File: src/rtl/fpsr_pkg.sv
package fpsr_pkg;

    localparam int REG_W      = 32;
    localparam int EXC_W      = 6;
    localparam int NUM_CUM    = 5;
    localparam int RM_W       = 2;

    localparam int POS_INV    = 0;
    localparam int POS_DZ     = 1;
    localparam int POS_OVF    = 2;
    localparam int POS_UNF    = 3;
    localparam int POS_INX    = 4;
    localparam int POS_IDN    = 7;
    localparam int POS_RM_LO  = 22;
    localparam int POS_FZ     = 24;
    localparam int POS_DN     = 25;

    localparam logic [REG_W-1:0] STORE_MASK =
        (REG_W'(1) << POS_INV) | (REG_W'(1) << POS_DZ) | (REG_W'(1) << POS_OVF) |
        (REG_W'(1) << POS_UNF) | (REG_W'(1) << POS_INX) | (REG_W'(1) << POS_IDN) |
        (REG_W'(3) << POS_RM_LO) | (REG_W'(1) << POS_FZ) | (REG_W'(1) << POS_DN);

    typedef enum logic [RM_W-1:0] {
        RM_NEAREST = 2'd0,
        RM_POS_INF = 2'd1,
        RM_NEG_INF = 2'd2,
        RM_ZERO    = 2'd3
    } rmode_e;

    // Exception vector of one completing operation; invalid is bit 0.
    typedef struct packed {
        logic denorm_in;
        logic inexact;
        logic underflow;
        logic overflow;
        logic divzero;
        logic invalid;
    } exc_t;

    typedef struct packed {
        logic   dn;
        logic   fz;
        rmode_e rm;
    } ctl_t;

    // Register bit position of cumulative flag k.
    function automatic int cum_pos(input int k);
        case (k)
            0: cum_pos = POS_INV;
            1: cum_pos = POS_DZ;
            2: cum_pos = POS_OVF;
            3: cum_pos = POS_UNF;
            default: cum_pos = POS_INX;
        endcase
    endfunction

    function automatic ctl_t decode_ctl(input logic [REG_W-1:0] word);
        ctl_t c;
        c.dn = word[POS_DN];
        c.fz = word[POS_FZ];
        c.rm = rmode_e'(word[POS_RM_LO +: RM_W]);
        return c;
    endfunction

endpackage

File: src/rtl/fpsr_exc_filter.sv
module fpsr_exc_filter
    import fpsr_pkg::*;
(
    input  logic             valid,
    input  exc_t             exc,
    input  logic             fz,
    output logic [REG_W-1:0] set_bits
);
    logic [NUM_CUM-1:0] cum_raw;
    logic [NUM_CUM-1:0] cum_kept;
    logic               drop_inexact;

    assign cum_raw      = {exc.inexact, exc.underflow, exc.overflow, exc.divzero, exc.invalid};
    assign drop_inexact = fz && exc.underflow;

    always_comb begin
        cum_kept = cum_raw;
        if (drop_inexact) begin
            cum_kept[NUM_CUM-1] = 1'b0;
        end
    end

    logic [REG_W-1:0] lane [NUM_CUM+1];

    assign lane[0] = valid && exc.denorm_in ? (REG_W'(1) << POS_IDN) : '0;

    for (genvar k = 0; k < NUM_CUM; k++) begin : g_flag
        localparam int P = cum_pos(k);
        assign lane[k+1] = lane[k] | ((valid && cum_kept[k]) ? (REG_W'(1) << P) : '0);
    end

    assign set_bits = lane[NUM_CUM];

endmodule

File: src/rtl/fpsr_rm_select.sv
module fpsr_rm_select
    import fpsr_pkg::*;
(
    input  rmode_e reg_rm,
    input  logic   ovr_en,
    input  rmode_e ovr_rm,
    input  logic   force_rz,
    output rmode_e eff_rm
);
    always_comb begin
        if (force_rz) begin
            eff_rm = RM_ZERO;
        end else if (ovr_en) begin
            eff_rm = ovr_rm;
        end else begin
            eff_rm = reg_rm;
        end
    end
endmodule

File: src/rtl/fpsr_state.sv
module fpsr_state
    import fpsr_pkg::*;
(
    input  logic             clk,
    input  logic             rst,
    input  logic             we,
    input  logic [REG_W-1:0] wdata,
    input  logic [REG_W-1:0] set_bits,
    output logic [REG_W-1:0] q
);
    logic [REG_W-1:0] base;
    logic [REG_W-1:0] nxt;

    always_comb begin
        base = we ? (wdata & STORE_MASK) : q;
        nxt  = base | (set_bits & STORE_MASK);
    end

    always_ff @(posedge clk) begin
        if (rst) begin
            q <= '0;
        end else begin
            q <= nxt;
        end
    end
endmodule

File: src/rtl/fp_status_ctrl.sv
module fp_status_ctrl
    import fpsr_pkg::*;
(
    input  logic        clk,
    input  logic        rst,
    input  logic        sw_we,
    input  logic [31:0] sw_wdata,
    output logic [31:0] sw_rdata,
    input  logic        op_done,
    input  logic [5:0]  op_exc,
    input  logic        rm_ovr_en,
    input  logic [1:0]  rm_ovr,
    input  logic        force_rz,
    output logic [1:0]  eff_rm,
    output logic        ctl_fz,
    output logic        ctl_dn
);
    logic [REG_W-1:0] reg_q;
    logic [REG_W-1:0] set_bits;
    ctl_t             ctl;
    rmode_e           rm_sel;

    assign ctl = decode_ctl(reg_q);

    fpsr_exc_filter u_filter (
        .valid    (op_done),
        .exc      (exc_t'(op_exc)),
        .fz       (ctl.fz),
        .set_bits (set_bits)
    );

    fpsr_state u_state (
        .clk      (clk),
        .rst      (rst),
        .we       (sw_we),
        .wdata    (sw_wdata),
        .set_bits (set_bits),
        .q        (reg_q)
    );

    fpsr_rm_select u_rm (
        .reg_rm   (ctl.rm),
        .ovr_en   (rm_ovr_en),
        .ovr_rm   (rmode_e'(rm_ovr)),
        .force_rz (force_rz),
        .eff_rm   (rm_sel)
    );

    assign sw_rdata = reg_q;
    assign eff_rm   = rm_sel;
    assign ctl_fz   = ctl.fz;
    assign ctl_dn   = ctl.dn;

endmodule

File: config.mk
export PLATFORM = sky130hd
export DESIGN_NAME = fp_status_ctrl
export DESIGN_NICKNAME = d
export VERILOG_FILES = /design/src/rtl/fpsr_pkg.sv /design/src/rtl/fpsr_exc_filter.sv /design/src/rtl/fpsr_rm_select.sv /design/src/rtl/fpsr_state.sv /design/src/rtl/fp_status_ctrl.sv
export SDC_FILE = /design/constraint.sdc
export NUM_CORES = 1
export LEC_CHECK = 0
export ABC_AREA = 0
export CAP_MARGIN = 20
export CORE_MARGIN = 1
export CORE_UTILIZATION = 24
export DETAILED_ROUTE_END_ITERATION = 16
export GPL_TIMING_DRIVEN = 0
export MAX_ROUTING_LAYER = met4
export PLACE_DENSITY = 0.77
export SETUP_SLACK_MARGIN = 0.2
export SYNTH_ARGS = -nofsm -noshare
export SYNTH_HDL_FRONTEND = slang
export SYNTH_SLANG_ARGS = --single-unit
File: constraint.sdc
create_clock -name clk -period 0.9 [get_ports clk]
set_input_delay 0.18 -clock clk [delete_from_list [all_inputs] [get_ports clk]]
set_output_delay 0.18 -clock clk [all_outputs]
set_load 0.05 [all_outputs]
==> impl_metrics.toml <==
[status]
status = "finished with violations"
failed_checks = "negative setup slack"

[clock_tree]
cts.sink_count = 10
cts_htree_levels = 1
cts_max_path_buffers = 2
postCtsHoldBufs = 0
root_buffer = "clkbuf_4"
cts_buffers = 3
clk_pin_slew_ns = 0.07
cts_tree = "built"
insertion_delay_ns = 0.26

[power]
ir_worst_vdd_mv = 0.6064
powerDensity_mw_per_mm2 = 1259
p_leak_nw = 0.6391

[logic_synthesis]
ys.flop_type = "dfxtp_1"
yosys.area.top_type_share = 0.3326
synth_cells = 68
synth_area_leaders = "dfxtp_1 33%, buf_4 30%, mux2i_1 17%, a21oi_1 5.0%, nand2_1 3.7%"
synth-seq-cells = 10
yosysUniqueCellTypes = 12
synth-edff-count = 0
synth_area_leader_cell = "dfxtp_1"
syn-cell-area_um2 = 601.8
async_flop_share = 0
yosys-top-cells-count = "24 x buf_4, 10 x dfxtp_1, 10 x mux2i_1, 6 x a21oi_1, 6 x nand2_1"
syn_area_per_cell_um2 = 8.850
yosysMostFrequentCell = "buf_4"
ys_seq_area_frac = 0.3326
yosysWarnings = 0

[job]
drv_cap = 0

[sta]
finClkSkew_ns = 0.004122
fin_crit_sh = 1.476
finalCriticalPeriod_ns = 1.329
finalHoldViolCount = 0
setup_viol = 14
fin_ws_ns = -0.4286
max_freq_mhz = 752.7
rsz0062_at_grt = "true"
slew_viol_final = 0
setup_tns_ns = -1.818

[finish]
top_regs = "u_state.q x10"
drive_gt1_frac = 0.4733
area_growth_pct = 113.1
largest_register_ffs = 10
nNetsFinal = 178
fin_cells = 159
antenna_cells = 0
top_register = "u_state.q"

[placement]
gp_congestion = 0.6256
dp_cells = 152
port_buffers = 35

[routing]
vias = 594
first_iter_violations = 5
via_per_inst = 3.736
drc_errors = 0
routed_wl_um = 1550
first_pass_iters = 4
wl_per_cell_um = 9.748
antenna_left = 0

[floorplanning]
dieArea_mm2 = 0.002712
core_region_area_mm2 = 0.002297
placementRows = 17
ios = 82
initial_core_util = 0.2620
die_y_um = 52.08
die_w_um = 52.08

[worst_setup_path]
path_delay_family = "flip-flops"
slowest_stage = "dfxtp_4"
cp_data_arrival_time_ns = 1.15
crit_required_ns = 0.72
path_cells = "nor2b_4 -> a211o_4 -> buf_8"
worst_setup_path_start_kind = "flop"
worstPathMaxFanout = 2
path_class = "reg -> out"
crit_path_end_kind = "primary output"
cpPeakStageDelay_ns = 0.34
critPathBufInv = 1

[min_path]
hold_path_class = "in -> reg"

[global_route]
grt_pass1_wl_um = 2111
grt_usage = 0.1115
gr-total-overflow = 0
antenna_found_initial = 0
grt_pass1_vias = 525
grt_max_degree = 11
-- timing repair --
action | 4_1_cts | 5_1_grt
setup buffers | 1 | 2
resized for setup | 111 | 10
endpoints found under the setup margin | 20 | 21
cloned | 0 | 0
pin swaps | 2 | 3
-- logic make-up (layout without fill, tap and decap cells) --
group | Yosys count | in the layout | share of synthesized area
buf+inv | 26 | 68 | 0.3243
simple gates | 13 | 13 | 0.09145
mux | 10 | 10 | 0.1663
flops | 10 | 10 | 0.3326
compound gates | 8 | 8 | 0.07901
other cells | 1 | 22 | 0.006231
-- routing by layer --
metal  vias up  GRT usage  routed length [um]  share of wire
li1        304          -                   -              -
met1       250    0.09930                 577           0.37
met2        38     0.2030                 776           0.50
met3         2    0.04386                 191           0.12
met4         0    0.05405                   4         0.0026
met5         -          -                   0              0
-- final cells by class --
| class | count | area (um2) |
|---|---|---|
| clock buffers | 3 | 22.52 |
| multi-input cells | 53 | 334.1 |
| plain buffers | 26 | 210.2 |
| flip-flops and latches | 10 | 237.7 |
| repair buffers | 38 | 439.2 |
| clock inverters | 1 | 3.754 |
| fillers | 194 | 1015 |
| well taps | 28 | 35.03 |
-- layout by cell type, fill, tap and decap left out --
cell type and instances:
conb_1 22, nand3_2 1, dfxtp_4 10, clkinv_1 1, nor2_1 4, buf_4 24
a211o_4 2, buf_8 15, buf_6 3, dlygate4sd2_1 3, mux2i_1 10, a21oi_2 1
a21oi_1 5, clkbuf_4 3, nand2_1 5, nor2b_4 2, nand2_4 1, clkdlybuf4s50_1 18
buf_1 1
-- path summary, 6_finish.rpt --
check                                    from       endpoint  slack, ns  cells after the start
worst min-delay path                    sw_we  u_state.q[22]       0.26                      3
worst max-delay path            u_state.q[22]      eff_rm[0]      -0.43                      3
worst max register to register  u_state.q[22]  u_state.q[22]       0.12                      3
worst min register to register  u_state.q[25]  u_state.q[25]       0.55                      2
-- tightest hold or removal path: cells and delay by family --
kind          cells  cell delay (ns)
simple gates      1             0.07
mux               1             0.09
buf+inv           1             0.15
-- where the power goes --
part	switching [mW]	total [mW]	internal [mW]
registers	0.0291	0.497	0.468
clock network	0.158	0.318	0.160
logic	0.465	0.799	0.334
total	0.652	1.61	0.962
-- through the flow --
| step | total power [mW] | area (um2) | hold WS [ns] | util | worst slack, ns |
|---|---|---|---|---|---|
| floorplan | 1.029 | 758.2 | 0.3101 | - | -0.1527 |
| global placement | 1.216 | 1144 | 0.4921 | 0.4978 | -1.091 |
| detailed placement | 1.225 | 1144 | 0.5011 | 0.4978 | -1.141 |
| CTS | 1.587 | 1227 | 0.2594 | 0.5343 | -0.4403 |
| global route | 1.688 | 1282 | 0.2604 | 0.5583 | -0.4683 |
| finish | 1.614 | 1282 | 0.2610 | 0.5583 | -0.4286 |
No activity file was read; power rests on OpenSTA's default activity.
